**src/rtl/mlp_pkg.sv**
```systemverilog
package mlp_pkg;
  typedef enum logic [1:0] {
    MODE_OFF    = 2'd0,
    MODE_STOP   = 2'd1,
    MODE_HOLD   = 2'd2,
    MODE_CHARGE = 2'd3
  } mode_e;

  // disable strap dominates, then stop, then lock status
  function automatic mode_e decode_mode(logic run, logic unl, logic dis);
    if (dis)       return MODE_OFF;
    else if (!run) return MODE_STOP;
    else if (unl)  return MODE_CHARGE;
    else           return MODE_HOLD;
  endfunction
endpackage

```
**src/rtl/mlp_tick_gen.sv**
```systemverilog
module mlp_tick_gen #(
  parameter int TICK_DIV = 1
) (
  input  logic clk_i,
  input  logic rst_ni,
  output logic tick_o
);
  localparam int DIV_W = (TICK_DIV > 1) ? $clog2(TICK_DIV) : 1;
  localparam logic [DIV_W-1:0] LAST_C = DIV_W'(TICK_DIV - 1);

  logic [DIV_W-1:0] div_q;

  always_ff @(posedge clk_i or negedge rst_ni) begin
    if (!rst_ni)              div_q <= '0;
    else if (div_q == LAST_C) div_q <= '0;
    else                      div_q <= div_q + 1'b1;
  end

  assign tick_o = (div_q == '0);
endmodule

```
**src/rtl/mlp_charge_ctr.sv**
```systemverilog
module mlp_charge_ctr
  import mlp_pkg::*;
#(
  parameter int CNT_W    = 12,
  parameter int DIS_STEP = 22
) (
  input  logic             clk_i,
  input  logic             rst_ni,
  input  logic             tick_i,
  input  mode_e            mode_i,
  input  logic [CNT_W-1:0] thr_i,
  output logic             at_thr_o
);
  localparam logic [CNT_W-1:0] STEP_C = CNT_W'(DIS_STEP);

  logic [CNT_W-1:0] cnt_q, chg_val, dis_val;

  assign chg_val = (cnt_q >= thr_i)  ? thr_i : cnt_q + 1'b1;
  assign dis_val = (cnt_q > STEP_C)  ? cnt_q - STEP_C : '0;

  always_ff @(posedge clk_i or negedge rst_ni) begin
    if (!rst_ni) cnt_q <= '0;
    else begin
      unique case (mode_i)
        MODE_OFF:    cnt_q <= '0;
        MODE_STOP:   if (tick_i) cnt_q <= dis_val;
        MODE_CHARGE: if (tick_i) cnt_q <= chg_val;
        default:     cnt_q <= cnt_q;
      endcase
    end
  end

  assign at_thr_o = (cnt_q >= thr_i);

  AST_CHG_CAPPED: assert property (@(posedge clk_i) disable iff (!rst_ni)
    (tick_i && mode_i == MODE_CHARGE) |=> (cnt_q <= $past(thr_i)));
  AST_HOLD_STABLE: assert property (@(posedge clk_i) disable iff (!rst_ni)
    (mode_i == MODE_HOLD) |=> $stable(cnt_q));
  AST_DISCH_NO_WRAP: assert property (@(posedge clk_i) disable iff (!rst_ni)
    (mode_i == MODE_STOP) |=> (cnt_q <= $past(cnt_q)));
  AST_OFF_EMPTY: assert property (@(posedge clk_i) disable iff (!rst_ni)
    (mode_i == MODE_OFF) |=> at_thr_o == (thr_i == '0) || $changed(thr_i));
endmodule

```
**src/rtl/mlp_trip_latch.sv**
```systemverilog
module mlp_trip_latch
  import mlp_pkg::*;
(
  input  logic  clk_i,
  input  logic  rst_ni,
  input  logic  tick_i,
  input  mode_e mode_i,
  input  logic  at_thr_i,
  output logic  trip_o
);
  logic trip_q;

  always_ff @(posedge clk_i or negedge rst_ni) begin
    if (!rst_ni) trip_q <= 1'b0;
    else if (mode_i == MODE_OFF || mode_i == MODE_STOP) trip_q <= 1'b0;
    else if (mode_i == MODE_CHARGE && tick_i && at_thr_i) trip_q <= 1'b1;
  end

  assign trip_o = trip_q;

  AST_STOP_CLEARS: assert property (@(posedge clk_i) disable iff (!rst_ni)
    (mode_i == MODE_STOP) |=> !trip_q);
  AST_LATCH_HOLDS: assert property (@(posedge clk_i) disable iff (!rst_ni)
    (trip_q && (mode_i == MODE_HOLD || mode_i == MODE_CHARGE)) |=> trip_q);
  AST_SET_CAUSE: assert property (@(posedge clk_i) disable iff (!rst_ni)
    $rose(trip_q) |-> $past(mode_i == MODE_CHARGE && at_thr_i));
  AST_OFF_NO_TRIP: assert property (@(posedge clk_i) disable iff (!rst_ni)
    (mode_i == MODE_OFF) |=> !trip_q);
endmodule

```
**src/rtl/mlp_lock_timer.sv**
```systemverilog
module mlp_lock_timer
  import mlp_pkg::*;
#(
  parameter int CNT_W    = 12,
  parameter int DIS_STEP = 22,
  parameter int TICK_DIV = 1
) (
  input  logic             clk_i,
  input  logic             rst_ni,
  input  logic             run_i,
  input  logic             unlocked_i,
  input  logic             prot_dis_i,
  input  logic [CNT_W-1:0] thr_i,
  output logic             lowside_off_o
);
  mode_e mode;
  logic  tick, at_thr;

  assign mode = decode_mode(run_i, unlocked_i, prot_dis_i);

  mlp_tick_gen #(.TICK_DIV(TICK_DIV)) u_tick (
    .clk_i  (clk_i),
    .rst_ni (rst_ni),
    .tick_o (tick)
  );

  mlp_charge_ctr #(.CNT_W(CNT_W), .DIS_STEP(DIS_STEP)) u_ctr (
    .clk_i    (clk_i),
    .rst_ni   (rst_ni),
    .tick_i   (tick),
    .mode_i   (mode),
    .thr_i    (thr_i),
    .at_thr_o (at_thr)
  );

  mlp_trip_latch u_latch (
    .clk_i    (clk_i),
    .rst_ni   (rst_ni),
    .tick_i   (tick),
    .mode_i   (mode),
    .at_thr_i (at_thr),
    .trip_o   (lowside_off_o)
  );

  AST_STOP_WINS: assert property (@(posedge clk_i) disable iff (!rst_ni)
    (!run_i && !prot_dis_i) |=> !lowside_off_o);
  AST_ZERO_THR: assert property (@(posedge clk_i) disable iff (!rst_ni)
    (tick && run_i && unlocked_i && !prot_dis_i && thr_i == '0) |=> lowside_off_o);
  AST_DIS_SAFE: assert property (@(posedge clk_i) disable iff (!rst_ni)
    prot_dis_i |=> !lowside_off_o);
endmodule

```
**config.mk**
```make
export PLATFORM = sky130hd
export DESIGN_NAME = mlp_lock_timer
export DESIGN_NICKNAME = d
export VERILOG_FILES = /design/src/rtl/mlp_pkg.sv /design/src/rtl/mlp_tick_gen.sv /design/src/rtl/mlp_charge_ctr.sv /design/src/rtl/mlp_trip_latch.sv /design/src/rtl/mlp_lock_timer.sv
export SDC_FILE = /design/constraint.sdc
export NUM_CORES = 1
export LEC_CHECK = 0
export CAP_MARGIN = 40
export CORE_MARGIN = 8
export CORE_UTILIZATION = 52
export CTS_CLUSTER_DIAMETER = 50
export DETAILED_ROUTE_END_ITERATION = 8
export PLACE_DENSITY = 0.75
export SLEW_MARGIN = 20
export SYNTH_ARGS = -nofsm -noshare
export SYNTH_HDL_FRONTEND = slang
export SYNTH_HIERARCHICAL = 1
export SYNTH_SLANG_ARGS = --single-unit
```
**constraint.sdc**
```tcl
create_clock -name clk_i -period 2.2 [get_ports clk_i]
set_clock_uncertainty 0.05 [all_clocks]
set_input_delay 0.44 -clock clk_i [delete_from_list [all_inputs] [get_ports clk_i]]
set_output_delay 0.44 -clock clk_i [all_outputs]
set_load 0.01 [all_outputs]
```
# Word-level counts from Yosys, hierarchy flattened
# Index checks and enable logic that the tools add are counted.
[totals]
out_inout_bits = 1
register_bits = 14
word_cells = 31
[op_classes]
n_bitwise = 1
order_cmp = 2
n_eq_ne = 4
n_reduce_logical = 7
addsub = 3
muxes = 11
[op_table]
columns = ["op", "n"]
rows = [
  ["$mux W12", 4],
  ["$pmux W12 S3", 1],
  ["$add A12 B1 Y12 const B", 1],
  ["$ge A12 B12 Y1", 1],
  ["$gt A12 B5 Y1 const B", 1],
  ["$sub A12 B5 Y12 const B", 1],
  ["$mux W1", 4],
  ["$mux W2", 2],
  ["$ne A2 B2 Y1 const B", 2],
  ["$reduce_and A3 Y1", 1],
  ["$reduce_bool A3 Y1", 1],
  ["$eq A2 B1 Y1 const B", 1],
  ["$eq A2 B2 Y1 const B", 1],
  ["$logic_and A1 B1 Y1", 2],
  ["$logic_not A2 Y1", 1],
  ["$reduce_bool A2 Y1", 1],
  ["$add A1 B1 Y1 const B", 1],
  ["$logic_or A1 B1 Y1", 1],
  ["$not A1 Y1", 1],
]

# Logic depth before layout (Yosys ltp)
[logic_depth]
depth_word = 8
mapped_depth = 9
ltp_nobuf = 9

# Hierarchy
# Netlist, hierarchy kept.
[by_module_without_submodules]
columns = ["mod", "area_each_um2", "cells_per_inst", "n_inst"]
rows = [
  ["mlp_charge_ctr", 1627.8, 206, 1],
  ["mlp_trip_latch", 37.5, 3, 1],
  ["mlp_lock_timer", 15.0, 3, 1],
  ["mlp_tick_gen", 11.3, 2, 1],
]

# Worst setup path before layout
# No wires, ideal clock.
[synth_path]
kind = "register to register"
startpoint = "register u_ctr.cnt_q[0]"
endpoint = "register u_ctr.cnt_q[1]"
arrival_ns = 2.097
period_less_slack_ns = 2.263
n_path_buf = 0
setup_slack_ns = -0.063
stages_incl_launch_ff = 9
setup_ns = 0.116
path_cell_list = "dfrtp_1 -> inv_1 -> ha_1 -> nand2b_1 -> a2111oi_0 -> o311ai_1 -> nand2_1 -> inv_1 -> o311ai_0"
[synth_between]
elab_chain_len = 4
elab_cells_between_ends = 9
classes_between = "add/sub: 2; order compare: 2; mux: 5"
[synth_rtl]
columns = ["element", "line_no", "source"]
rows = [
  ["start: declaration", "mlp_charge_ctr.sv:16", "logic [CNT_W-1:0] cnt_q, chg_val, dis_val;"],
  ["start signal: assignment", "mlp_charge_ctr.sv:26", "MODE_STOP: if (tick_i) cnt_q <= dis_val;"],
  ["start signal: assignment", "mlp_charge_ctr.sv:27", "MODE_CHARGE: if (tick_i) cnt_q <= chg_val;"],
  ["start signal: assignment", "mlp_charge_ctr.sv:28", "default: cnt_q <= cnt_q;"],
  ["$ge A12 B12 Y1", "--", ""],
  ["named net at_thr", "mlp_lock_timer.sv:17", "logic tick, at_thr;"],
  ["$mux W12", "mlp_charge_ctr.sv:18", "assign chg_val = (cnt_q >= thr_i) ? thr_i : cnt_q + 1'b1;"],
  ["$mux W12", "mlp_charge_ctr.sv:27", ""],
  ["$pmux W12 S3", "mlp_charge_ctr.sv:24", "unique case (mode_i)"],
]
# The timed path passes the listed nets, and every way through them passes these cells. The select of a mux whose other input is x is not followed.
# A chain may end at the register's enable or synchronous reset.

# Worst setup path in the final report
[layout_path]
startpoint = "input port thr_i[5]"
endpoint = "register u_ctr.cnt_q[3]"
[layout_between]
elab_chain_len = 4
[layout_rtl]
columns = ["element", "line_no", "source"]
rows = [
  ["start: declaration", "mlp_lock_timer.sv:13", "input logic [CNT_W-1:0] thr_i,"],
  ["$ge A12 B12 Y1", "mlp_charge_ctr.sv:18", ""],
  ["$mux W12", "mlp_charge_ctr.sv:18", ""],
  ["$mux W12", "mlp_charge_ctr.sv:27", ""],
  ["$pmux W12 S3", "mlp_charge_ctr.sv:24", ""],
]
# Every way passes these cells. The select of a mux whose other input is x is not followed.

==> results.cfg <==
[detailed_routing]
num_vias = 2323
wire_per_inst_um = 22.8
drcViolationCount = 0
drtAntennaViolNets = 0
dr.pass1.iters = 6
detail_route.iter0.violations = 335
wl_mm = 7.68
via_per_inst = 6.89

[floorplan]
die_w_um = 73.0
start_util_pct = 55.0
ios = 18
die-area_mm2 = 0.00533
core_area_mm2 = 0.00308
die_h_um = 73.0
rows = 20

[worst_setup_path]
crit_required_ns = 2.33
critPathArrivalTime_ns = 2.47
crit_type = in -> reg
r2r_cells = 8
cp-start-kind = input pin
reg2reg_from = u_ctr/cnt_q[5]
r2r-end = u_ctr/cnt_q[3]
crit_fanout = 4
worst_setup_path_end_kind = register
rrSetupSlack_ns = -0.11

[timing]
fin_tns_setup_ns = -0.412
finalWorstSetupSlack_ns = -0.132
final-setup-viol-count = 7
fin_hold_ws_ns = 0.487
worst_pin_slew_ns = 0.656
fmax_ghz = 0.429
maxSlewViolCount = 0
rsz0062_at_grt = true
finalHoldViolCount = 0
fin_crit_sh_pct = 106
max_slew_margin_pct = 56.2
post-route-min-period_ns = 2.33

[grt]
grt_max_degree = 16
grt_pass1_vias = 2388
grt_util_all_layers_pct = 26.1
antenna_found_initial = 0
grt_overflow = 0
grt_pass1_wl_mm = 11.0

[cts]
numCtsBuffers = 3
cts-root-buf = clkbuf_4
htree_num_levels = 1
cts_sinks = 13
tritoncts = done
ctsHoldBuffers = 0
clk_latency_ns = 0.29
clk_pin_slew_ns = 0.10
cts_buffer_depth = 2

[yosys]
async_reset_ff_share_pct = 100
synthFlopType = dfrtp_1
yosysTopAreaCell = dfrtp_1
synth_area_mm2 = 0.00169
syn_avg_cell_area_um2 = 7.90
synth_top_area_share_pct = 19.2
synth_fp_nets = 248
yosys_register_bits = 13
ys.warnings.count = 6
synth_enable_flop_cells = 0
seq_area_frac_synth_pct = 19.2
synthTopCellsByArea = dfrtp_1, ha_1, o211ai_1, o21ai_0, inv_1
synth_cell_types = 55
synthCells = 214

[flow_run]
cap_violations = 0

[worst_hold_path]
hold_class = in -> async

[cells_and_area]
fin_nets = 328
fin_util_pct = 85.8
multi_input_area_mm2 = 0.00142
diodes = 0
area_growth_syn_to_layout_pct = 56.1
drive_gt1_share_pct = 41.3
seqCellArea_um2 = 327
fillers = 168

[placed_design]
dp.final_hpwl_mm = 4.50
gp_congestion = 0.901
place_ws_ns = -0.569
portBuffers = 17

[power]
ir_drop_mv = 0.801
cellPowerDensity_mw_per_mm2 = 1120
leakage_nw = 1.20

[run_status]
violations = negative setup slack
status = finished, violations left
synth_stat cells (all sizes together), types with 3 or more instances:
master / number
o21ai: 18
clkbuf: 11
nor4: 3
nand4: 3
nand3: 6
o31ai: 5
xnor2: 5
nor3: 6
ha: 17
nand2: 11
o211ai: 14
nor2: 10
inv: 21
and4: 3
a21oi: 15
o311ai: 3
o21a: 5
mux2i: 3
and2: 3
dfrtp: 13
layout make-up:
cell class	instances	share of cell area (%)
inverter	21	2.99
timing repair buffer	89	27.7
sequential	13	12.4
tap	44	2.09
clock buffer	4	0.995
multi-input combinational	166	53.8
repair_timing:
| action | 4_1_cts | 5_1_grt |
|---|---|---|
| pin swaps | 12 | 12 |
| endpoints found under the setup margin | 13 | 13 |
| setup buffers | 17 | 3 |
| resized for setup | 32 | 33 |
sequential cells by signal, indices dropped and copies added (netlist names):
| signal | cells |
|---|---|
| u_ctr/cnt_q | 12 |
| u_latch/trip_o | 1 |
metrics by stage:
stage	std cells	power, mW	cell area, µm²
after global placement	314	1.99	2240
after detailed placement	314	2.07	2240
after floorplan	214	1.43	1710
after global routing	337	3.07	2640
after CTS	335	2.53	2480
final	337	2.95	2640
cell families after synthesis:
logic type	after synthesis	share of synthesized area [%]
compound gates	82	33.1
xor+xnor	6	3.11
fa+ha+maj	17	12.6
buf+inv	35	10.4
flops	13	19.2
mux	4	2.44
other cells	1	0.222
simple gates	56	18.9
worst max path at each step:
stage                         startpoint               to  slack, ns  cells past startpoint
final                           thr_i[5]   u_ctr/cnt_q[3]      -0.13                     10
after detailed placement        thr_i[0]   u_ctr/cnt_q[3]      -0.57                      8
after floorplan           u_ctr/cnt_q[8]   u_ctr/cnt_q[6]       0.06                      5
after global routing            thr_i[5]  u_ctr/cnt_q[11]      -0.18                     10
after global placement          thr_i[6]   u_ctr/cnt_q[1]      -0.45                      8
after CTS                 u_ctr/cnt_q[6]   u_ctr/cnt_q[0]     -0.006                      6
layout by cell type, fill, tap and decap left out, drive strengths merged, types with 4 or more instances in the layout:
master	synthesis	routed
nor3	6	6
clkdlybuf4s50	0	6
o21ai	18	18
dlygate4sd2	0	10
xnor2	5	5
o21a	5	5
o211ai	14	14
o31ai	5	5
buf	2	72
a21oi	15	15
dfrtp	13	13
clkbuf	11	4
nand2	11	11
inv	21	21
ha	17	17
nor2	10	10
nand3	6	6
critical path: stages:
cell and delay (ns):
dlygate4sd2_1 0.25, inv_1 0.12, ha_1 0.27, a211o_1 0.29
a21oi_2 0.23, o311a_1 0.27, buf_6 0.14, buf_6 0.09
nor3_2 0.04, o31ai_2 0.31
routing by layer:
| layer | up-vias | share of wire [%] | global-route usage, % | routed length, µm |
|---|---|---|---|---|
| li1 | 975 | - | - | - |
| met1 | 1058 | 34 | 25.9 | 2590 |
| met2 | 210 | 48 | 44.4 | 3650 |
| met3 | 80 | 10 | 7.01 | 775 |
| met4 | 0 | 8.6 | 22.0 | 657 |
| met5 | - | 0 | 0 | 0 |
power by group:
| part | leakage, nW | switching [mW] | total [mW] | internal, mW |
|---|---|---|---|---|
| combinational | 1.01 | 1.28 | 2.38 | 1.10 |
| clock | 0.0150 | 0.0929 | 0.163 | 0.0706 |
| sequential | 0.175 | 0.0844 | 0.407 | 0.322 |
(Power assumes the default switching activity.)
